--- config.mk ---
export PLATFORM = sky130hd
export DESIGN_NAME = sdx_datapath
export DESIGN_NICKNAME = d
export VERILOG_FILES = /design/src/rtl/sdx_pkg.sv /design/src/rtl/sdx_word_fifo.sv /design/src/rtl/sdx_byte_engine.sv /design/src/rtl/sdx_status_unit.sv /design/src/rtl/sdx_datapath.sv
export SDC_FILE = /design/constraint.sdc
export NUM_CORES = 2
export LEC_CHECK = 0
export CORE_MARGIN = 8
export CORE_UTILIZATION = 55
export CTS_BUF_LIST = sky130_fd_sc_hd__clkbuf_8
export CTS_CLUSTER_SIZE = 10
export DETAILED_ROUTE_END_ITERATION = 16
export DONT_BUFFER_PORTS = 1
export PLACE_DENSITY_LB_ADDON = 0.3
export SYNTH_ARGS = -nofsm -noshare
export SYNTH_HDL_FRONTEND = slang
export SYNTH_SLANG_ARGS = --single-unit
--- constraint.sdc ---
create_clock -name clk -period 7.1 [get_ports clk]
set_clock_uncertainty 0.2 [all_clocks]
set_input_delay 0.355 -clock clk [delete_from_list [all_inputs] [get_ports clk]]
set_output_delay 0.355 -clock clk [all_outputs]
set_load 0.1 [all_outputs]
--- src/rtl/sdx_pkg.sv ---
package sdx_pkg;
  localparam int ST_W = 11;

  typedef enum logic [2:0] {
    RA_DATA  = 3'd0,
    RA_CFG   = 3'd1,
    RA_BLKS  = 3'd2,
    RA_BSIZE = 3'd3,
    RA_STAT  = 3'd4,
    RA_DBG   = 3'd5
  } reg_addr_e;

  localparam logic [31:0] DBG_RESET     = 32'h0000_C60F;
  localparam logic [3:0]  DBG_MODE_DATA = 4'h1;

  // place byte b into lane 'lane' of a partially packed word
  function automatic logic [31:0] lane_insert(input logic [31:0] acc,
                                              input logic [7:0]  b,
                                              input logic [1:0]  lane);
    return acc | ({24'h0, b} << {lane, 3'b000});
  endfunction

  // state nibble as stored after a software write
  function automatic logic [3:0] dbg_nib_store(input logic [3:0] wr_nib);
    return (wr_nib == 4'hF) ? 4'h0 : wr_nib;
  endfunction
endpackage

--- src/rtl/sdx_word_fifo.sv ---
module sdx_word_fifo #(
  parameter int DEPTH = 16,
  parameter int W     = 32
) (
  input  logic                       clk,
  input  logic                       rst_n,
  input  logic                       push,
  input  logic [W-1:0]               wdata,
  input  logic                       pop,
  output logic [W-1:0]               head,
  output logic [$clog2(DEPTH+1)-1:0] level,
  output logic                       full,
  output logic                       empty
);
  localparam int PTR_W = $clog2(DEPTH);
  localparam int LVL_W = $clog2(DEPTH+1);

  logic [W-1:0]     mem [DEPTH];
  logic [PTR_W-1:0] rd_ptr, wr_ptr;
  logic [LVL_W-1:0] level_q;
  logic             do_push, do_pop;

  function automatic logic [PTR_W-1:0] ptr_next(input logic [PTR_W-1:0] p);
    return (p == PTR_W'(DEPTH-1)) ? '0 : p + PTR_W'(1);
  endfunction

  assign full    = (level_q == LVL_W'(DEPTH));
  assign empty   = (level_q == '0);
  assign do_push = push & ~full;
  assign do_pop  = pop & ~empty;
  assign head    = empty ? '0 : mem[rd_ptr];
  assign level   = level_q;

  always_ff @(posedge clk) begin
    if (do_push) mem[wr_ptr] <= wdata;
  end

  always_ff @(posedge clk or negedge rst_n) begin
    if (!rst_n) begin
      rd_ptr  <= '0;
      wr_ptr  <= '0;
      level_q <= '0;
    end else begin
      if (do_push) wr_ptr <= ptr_next(wr_ptr);
      if (do_pop)  rd_ptr <= ptr_next(rd_ptr);
      case ({do_push, do_pop})
        2'b10:   level_q <= level_q + LVL_W'(1);
        2'b01:   level_q <= level_q - LVL_W'(1);
        default: level_q <= level_q;
      endcase
    end
  end
endmodule

--- src/rtl/sdx_byte_engine.sv ---
module sdx_byte_engine #(
  parameter int BLK_W = 16,
  parameter int BSZ_W = 16,
  parameter int CNT_W = BLK_W + BSZ_W
) (
  input  logic             clk,
  input  logic             rst_n,
  input  logic             load,
  input  logic [BLK_W-1:0] blk_cnt,
  input  logic [BSZ_W-1:0] blk_size,
  input  logic             dir_read,
  input  logic             hold,
  input  logic             fifo_full,
  input  logic             fifo_empty,
  input  logic [31:0]      fifo_head,
  input  logic             card_ready,
  input  logic [7:0]       rx_byte,
  output logic             rx_take,
  output logic             tx_valid,
  output logic [7:0]       tx_byte,
  output logic             push_req,
  output logic [31:0]      push_word,
  output logic             pop_req,
  output logic             last_byte,
  output logic             cnt_zero,
  output logic [CNT_W-1:0] remaining
);
  logic [CNT_W-1:0] cnt_q;
  logic [1:0]       lane_q;
  logic [31:0]      acc_q;
  logic [1:0]       tx_left_q;
  logic [23:0]      shreg_q;
  logic             final_in;
  logic [31:0]      packed_w;
  logic [CNT_W-1:0] load_val;

  assign load_val  = CNT_W'(blk_cnt) * CNT_W'(blk_size);
  assign remaining = cnt_q;

  always_comb begin
    cnt_zero  = (cnt_q == '0);
    final_in  = (cnt_q == CNT_W'(1));
    packed_w  = sdx_pkg::lane_insert(acc_q, rx_byte, lane_q);
    rx_take   = dir_read & card_ready & ~cnt_zero & ~fifo_full & ~hold & ~load;
    push_req  = rx_take & ((lane_q == 2'd3) | final_in);
    push_word = packed_w;
    tx_valid  = ~dir_read & ~cnt_zero & ((tx_left_q != 2'd0) | ~fifo_empty)
                & ~hold & ~load;
    pop_req   = tx_valid & (tx_left_q == 2'd0);
    tx_byte   = (tx_left_q == 2'd0) ? fifo_head[7:0] : shreg_q[7:0];
    last_byte = (rx_take | tx_valid) & final_in;
  end

  always_ff @(posedge clk or negedge rst_n) begin
    if (!rst_n) begin
      cnt_q     <= '0;
      lane_q    <= '0;
      acc_q     <= '0;
      tx_left_q <= '0;
      shreg_q   <= '0;
    end else if (load) begin
      cnt_q     <= load_val;
      lane_q    <= '0;
      acc_q     <= '0;
      tx_left_q <= '0;
      shreg_q   <= '0;
    end else begin
      if (rx_take | tx_valid) cnt_q <= cnt_q - CNT_W'(1);
      if (rx_take) begin
        if (push_req) begin
          acc_q  <= '0;
          lane_q <= '0;
        end else begin
          acc_q  <= packed_w;
          lane_q <= lane_q + 2'd1;
        end
      end
      if (tx_valid) begin
        if (tx_left_q == 2'd0) begin
          shreg_q   <= fifo_head[31:8];
          tx_left_q <= 2'd3;
        end else begin
          shreg_q   <= {8'h00, shreg_q[23:8]};
          tx_left_q <= tx_left_q - 2'd1;
        end
      end
    end
  end
endmodule

--- src/rtl/sdx_status_unit.sv ---
module sdx_status_unit (
  input  logic                     clk,
  input  logic                     rst_n,
  input  logic                     done_evt,
  input  logic                     en_data_irq,
  input  logic                     en_block_irq,
  input  logic                     en_busy_irq,
  input  logic                     cmd_write,
  input  logic                     cmd_busy,
  input  logic                     clr_en,
  input  logic [sdx_pkg::ST_W-1:0] clr_mask,
  input  logic                     dbg_wr,
  input  logic [31:0]              dbg_wdata,
  input  logic [4:0]               fifo_level5,
  output logic [sdx_pkg::ST_W-1:0] status,
  output logic [31:0]              dbg_view,
  output logic [3:0]               dbg_state,
  output logic                     irq
);
  import sdx_pkg::*;

  logic [ST_W-1:0] status_q, set_mask, clr_bits;
  logic [31:9]     dbg_hi_q;
  logic [3:0]      dbg_nib_q;

  always_comb begin
    set_mask = '0;
    if (done_evt) begin
      set_mask[0]  = 1'b1;
      set_mask[8]  = en_data_irq;
      set_mask[9]  = cmd_write & en_block_irq;
      set_mask[10] = cmd_busy & en_busy_irq;
    end
    clr_bits = clr_en ? clr_mask : '0;
  end

  always_ff @(posedge clk or negedge rst_n) begin
    if (!rst_n) begin
      status_q  <= '0;
      dbg_hi_q  <= DBG_RESET[31:9];
      dbg_nib_q <= DBG_RESET[3:0];
    end else begin
      status_q <= (status_q & ~clr_bits) | set_mask;
      if (dbg_wr) begin
        dbg_hi_q  <= dbg_wdata[31:9];
        dbg_nib_q <= dbg_nib_store(dbg_wdata[3:0]);
      end
      if (done_evt) dbg_nib_q <= DBG_MODE_DATA;
    end
  end

  assign status    = status_q;
  assign dbg_view  = {dbg_hi_q, fifo_level5, dbg_nib_q};
  assign dbg_state = dbg_nib_q;
  assign irq       = |status_q[10:8];
endmodule

--- src/rtl/sdx_datapath.sv ---
module sdx_datapath #(
  parameter int DEPTH = 16,
  parameter int BLK_W = 16,
  parameter int BSZ_W = 16,
  parameter int CFG_W = 11
) (
  input  logic        clk,
  input  logic        rst_n,
  input  logic        reg_wr,
  input  logic        reg_rd,
  input  logic [2:0]  reg_addr,
  input  logic [31:0] reg_wdata,
  output logic [31:0] reg_rdata,
  input  logic        cmd_read,
  input  logic        cmd_write,
  input  logic        cmd_busy,
  input  logic        card_ready,
  input  logic [7:0]  card_rx_byte,
  output logic        card_rx_take,
  output logic [7:0]  card_tx_byte,
  output logic        card_tx_valid,
  output logic        irq
);
  import sdx_pkg::*;

  localparam int CNT_W = BLK_W + BSZ_W;
  localparam int LVL_W = $clog2(DEPTH+1);

  logic [CFG_W-1:0] cfg_q;
  logic [BLK_W-1:0] blk_q;
  logic [BSZ_W-1:0] bsz_q;
  logic             run_q;

  logic             data_wr, data_rd, hold, load_cnt, run_req;
  logic             fifo_push, fifo_pop, fifo_full, fifo_empty;
  logic [31:0]      fifo_wdata, fifo_head;
  logic [LVL_W-1:0] fifo_level;
  logic             eng_push, eng_pop, last_byte, cnt_zero, done_evt;
  logic [31:0]      eng_word;
  logic [CNT_W-1:0] xfer_cnt;
  logic [ST_W-1:0]  status_q;
  logic [31:0]      dbg_view;
  logic [3:0]       dbg_state;
  logic [31:0]      rd_mux;

  assign data_wr  = reg_wr & (reg_addr == RA_DATA);
  assign data_rd  = reg_rd & (reg_addr == RA_DATA);
  assign hold     = data_wr | data_rd;
  assign load_cnt = reg_wr & (reg_addr == RA_BLKS);
  assign run_req  = data_wr | data_rd | load_cnt | (reg_wr & (reg_addr == RA_CFG));

  always_ff @(posedge clk or negedge rst_n) begin
    if (!rst_n) begin
      cfg_q <= '0;
      blk_q <= '0;
      bsz_q <= '0;
      run_q <= 1'b0;
    end else begin
      run_q <= run_req;
      if (reg_wr && reg_addr == RA_CFG)   cfg_q <= reg_wdata[CFG_W-1:0];
      if (load_cnt)                       blk_q <= reg_wdata[BLK_W-1:0];
      if (reg_wr && reg_addr == RA_BSIZE) bsz_q <= reg_wdata[BSZ_W-1:0];
    end
  end

  assign fifo_push  = data_wr | eng_push;
  assign fifo_wdata = data_wr ? reg_wdata : eng_word;
  assign fifo_pop   = data_rd | eng_pop;
  assign done_evt   = last_byte | (run_q & cnt_zero);

  sdx_word_fifo #(.DEPTH(DEPTH), .W(32)) u_fifo (
    .clk(clk), .rst_n(rst_n), .push(fifo_push), .wdata(fifo_wdata),
    .pop(fifo_pop), .head(fifo_head), .level(fifo_level),
    .full(fifo_full), .empty(fifo_empty)
  );

  sdx_byte_engine #(.BLK_W(BLK_W), .BSZ_W(BSZ_W), .CNT_W(CNT_W)) u_engine (
    .clk(clk), .rst_n(rst_n), .load(load_cnt),
    .blk_cnt(reg_wdata[BLK_W-1:0]), .blk_size(bsz_q),
    .dir_read(cmd_read), .hold(hold),
    .fifo_full(fifo_full), .fifo_empty(fifo_empty), .fifo_head(fifo_head),
    .card_ready(card_ready), .rx_byte(card_rx_byte),
    .rx_take(card_rx_take), .tx_valid(card_tx_valid), .tx_byte(card_tx_byte),
    .push_req(eng_push), .push_word(eng_word), .pop_req(eng_pop),
    .last_byte(last_byte), .cnt_zero(cnt_zero), .remaining(xfer_cnt)
  );

  sdx_status_unit u_status (
    .clk(clk), .rst_n(rst_n), .done_evt(done_evt),
    .en_data_irq(cfg_q[4]), .en_block_irq(cfg_q[8]), .en_busy_irq(cfg_q[10]),
    .cmd_write(cmd_write), .cmd_busy(cmd_busy),
    .clr_en(reg_wr && reg_addr == RA_STAT), .clr_mask(reg_wdata[ST_W-1:0]),
    .dbg_wr(reg_wr && reg_addr == RA_DBG), .dbg_wdata(reg_wdata),
    .fifo_level5(5'(fifo_level)),
    .status(status_q), .dbg_view(dbg_view), .dbg_state(dbg_state), .irq(irq)
  );

  always_comb begin
    case (reg_addr)
      RA_DATA:  rd_mux = fifo_head;
      RA_CFG:   rd_mux = 32'(cfg_q);
      RA_BLKS:  rd_mux = 32'(blk_q);
      RA_BSIZE: rd_mux = 32'(bsz_q);
      RA_STAT:  rd_mux = 32'(status_q);
      RA_DBG:   rd_mux = dbg_view;
      default:  rd_mux = '0;
    endcase
  end

  always_ff @(posedge clk or negedge rst_n) begin
    if (!rst_n)      reg_rdata <= '0;
    else if (reg_rd) reg_rdata <= rd_mux;
  end
endmodule

==> run_results.csv <==
group,metric,value,unit
placement,dp_slack,0.448,ns
timing,fmax,150,MHz
cts,clockBufferDepth,3,
cts,cts_sinks,731,
floorplanning,die_w,282,um
logic_synthesis,syn-num-nets,3192,
worst_setup_path,crit-reg2reg-launch,"bsz_q[1]",
placement,place_congestion,0.889,
logic_synthesis,synth_seq_cells,731,
drt,num_vias,24500,
worst_setup_path,critPathMaxFanout,18,
final_layout,drive_above_1_share,0.172,
cts,clockRootBuffer,"clkbuf_8",
worst_setup_path,crit_start,"bsz_q[1]",
floorplanning,start_util,0.555,
final_layout,fin_area,43100,sq um
final_layout,fillers,5260,
timing,setup_violations,0,
logic_synthesis,ys.flop_type,"edfxtp_1",
drt,viasPerCell,6.22,
cts,cts.clk_slew.worst_paths,0.06,ns
logic_synthesis,synth_area_per_cell,13.7,sq um
worst_setup_path,crit_required,7.54,ns
cts,cts_inserted_buffers,117,
global_routing,grt_pass1_wl,160000,um
logic_synthesis,ys_types,75,
logic_synthesis,yosys_warnings,0,
global_routing,overflow,0,
final_layout,syn_to_final_growth,11.0,%
worst_hold_path,hp-class,"in2reg",
timing,finalSetupTns,0,ns
global_routing,first_global_vias,25400,
global_routing,grt_max_degree,220,
floorplanning,die_h,282,um
floorplanning,core-area,69900,sq um
cts,clk-insertion-delay-late,0.76,ns
run_status,status,"complete, but fails checks",
logic_synthesis,syn_area,38800,sq um
timing,max-slew-margin-rel,0.120,
logic_synthesis,yosysSeqAreaShare,0.538,
placement,placed_area,39900,sq um
timing,holdWs,-0.0113,ns
floorplanning,io_pins,94,
drt,routedWlPerCell,26.6,um
logic_synthesis,synth-edff-count,512,
cts,cts_tree,"yes",
worst_setup_path,start_kind,"register",
timing,drv_slew,0,
placement,dp_hpwl,64800,um
timing,worstMarginPinSlew,1.32,ns
cts,htreeDepth,3,
final_layout,final_cell_mix,"edfxtp_1, nand2_1, inv_1, dfrtp_1, fa_1",
global_routing,antenna_found_initial,6,
global_routing,track_usage,0.270,
floorplanning,num_rows,97,
placement,portBuffers,0,
worst_hold_path,worstHoldStart,"reg_wdata[19]",
timing,setup_ws,0.451,ns
run_status,violations,"hold timing",
cts,cts_setup_buffers,0,
worst_setup_path,worstPathArrival,7.09,ns
timing,finalHoldViolations,16,
worst_setup_path,crit_type,"reg2reg",
timing,period_share,0.937,
final_layout,fin_nets,3260,
drt,drt-total-wl,105000,um
floorplanning,fp.dieArea,79300,sq um
drt,dr.pass1.iters,7,
drt,drc,0,
drt,ant_nets,0,
logic_synthesis,synthesis.instances,2828,
worst_setup_path,end_kind,"register",
drt,first_iter_violations,2646,
timing,rsz0062_at_grt,"false",
flow_run,max_cap_violations,0,
timing,fin_crit,6.65,ns
final_layout,layout_commonest_cell,"edfxtp_1",
logic_synthesis,async_flop_share,0.300,
## cells by family (layout without fill, tap and decap cells)
| group | count (synthesis) | count (layout) | share of synthesized area |
|---|---|---|---|
| AND/OR/NAND/NOR | 678 | 678 | 0.0846 |
| buffers and inverters | 425 | 597 | 0.0427 |
| XOR/XNOR | 42 | 42 | 0.00948 |
| multiplexers | 261 | 261 | 0.121 |
| AO/OA/AOI/OAI | 378 | 378 | 0.0662 |
| adder cells (fa/ha/maj) | 313 | 313 | 0.139 |
| flip-flops | 731 | 731 | 0.538 |
| other | 0 | 9 | 0 |
## final timing paths
kind	end	slack, ns	cells after the start
setup / recovery	u_engine.remaining[22]	0.45	19
max in group asynchronous	u_engine.remaining[26]	5.53	2
min in group asynchronous	u_fifo.rd_ptr[3]	0.11	2
setup reg to reg	u_engine.remaining[22]	0.45	19
hold / removal	u_fifo.mem[7][19]	-0.01	2
hold reg to reg	blk_q[5]	0.27	2
## synthesized netlist by cell type, drive strengths merged (13+ instances only)
master | instances | area [sq um]
nor4 | 15 | 115
nor2b | 23 | 144
mux2 | 69 | 777
xor2 | 19 | 166
mux2i | 34 | 340
ha | 118 | 1480
xnor2 | 23 | 201
a211oi | 29 | 235
clkbuf | 135 | 507
nor2 | 79 | 297
a21o | 13 | 97.6
fa | 195 | 3900
nor3 | 22 | 120
nand3 | 27 | 135
a221o | 17 | 170
a22oi | 24 | 180
o21ai | 91 | 455
nand2 | 310 | 1170
and2 | 143 | 896
inv | 246 | 923
a21oi | 87 | 447
mux4 | 158 | 3560
edfxtp | 512 | 15400
a22o | 35 | 307
dfrtp | 211 | 5280
buf | 44 | 228
## sequential cells by signal, indices dropped and copies added, names as in the netlist, 16 cells and up
register            count
reg_rdata              32
blk_q                  16
u_engine.shreg_q       24
u_engine.remaining     32
bsz_q                  16
u_fifo.mem            512
u_status.dbg_hi_q      23
u_engine.acc_q         32
## stage by stage
step / util / hold WS (ns) / cells
finish: 0.616 / -0.0113 / 3949
detailed placement: 0.571 / -0.119 / 3653
CTS: 0.615 / 0.00490 / 3940
global route: 0.616 / 0.0234 / 3942
global placement: 0.570 / -0.118 / 3653
floorplan: - / -0.141 / 2828
## timing repair
| item | CTS | global route |
|---|---|---|
| resized for setup | 0 | 0 |
| hold buffers | 64 | 0 |
| endpoints found under the hold margin | 754 | 0 |
## critical path: stages, from the launching register on
cell      delay (ns)
dfrtp_1         0.73
nand2_1         0.16
fa_1            0.53
fa_1            0.57
fa_1            0.45
fa_1            0.56
inv_1           0.05
fa_1            0.48
inv_1           0.05
fa_1            0.47
inv_1           0.04
ha_1            0.36
a21oi_1         0.26
o211ai_1        0.17
a211o_1         0.31
a21o_1          0.21
a211o_1         0.31
a31o_2          0.25
xnor2_1         0.13
a221oi_1        0.23
## layer usage
metal	track usage	vias up	wire, um
met5	0	-	11
met4	0.0878	2	3300
met3	0.0770	218	11900
met2	0.413	1392	48500
met1	0.375	12600	41500
li1	-	10300	-
## cell type report
class | instances | area (sq um) | share of cell area
timing repair buffer | 128 | 1160 | 0.0270
sequential | 731 | 20900 | 0.485
tap | 940 | 1180 | 0.0273
multi-input combinational | 1672 | 16400 | 0.381
antenna | 9 | 22.5 | 0.000523
clock inverter | 90 | 644 | 0.0150
inverter | 246 | 923 | 0.0214
clock buffer | 133 | 1830 | 0.0425
Power is left out: the tool's default activity adds up to more than one toggle a clock period on the data nets, which glitch-free logic cannot reach.
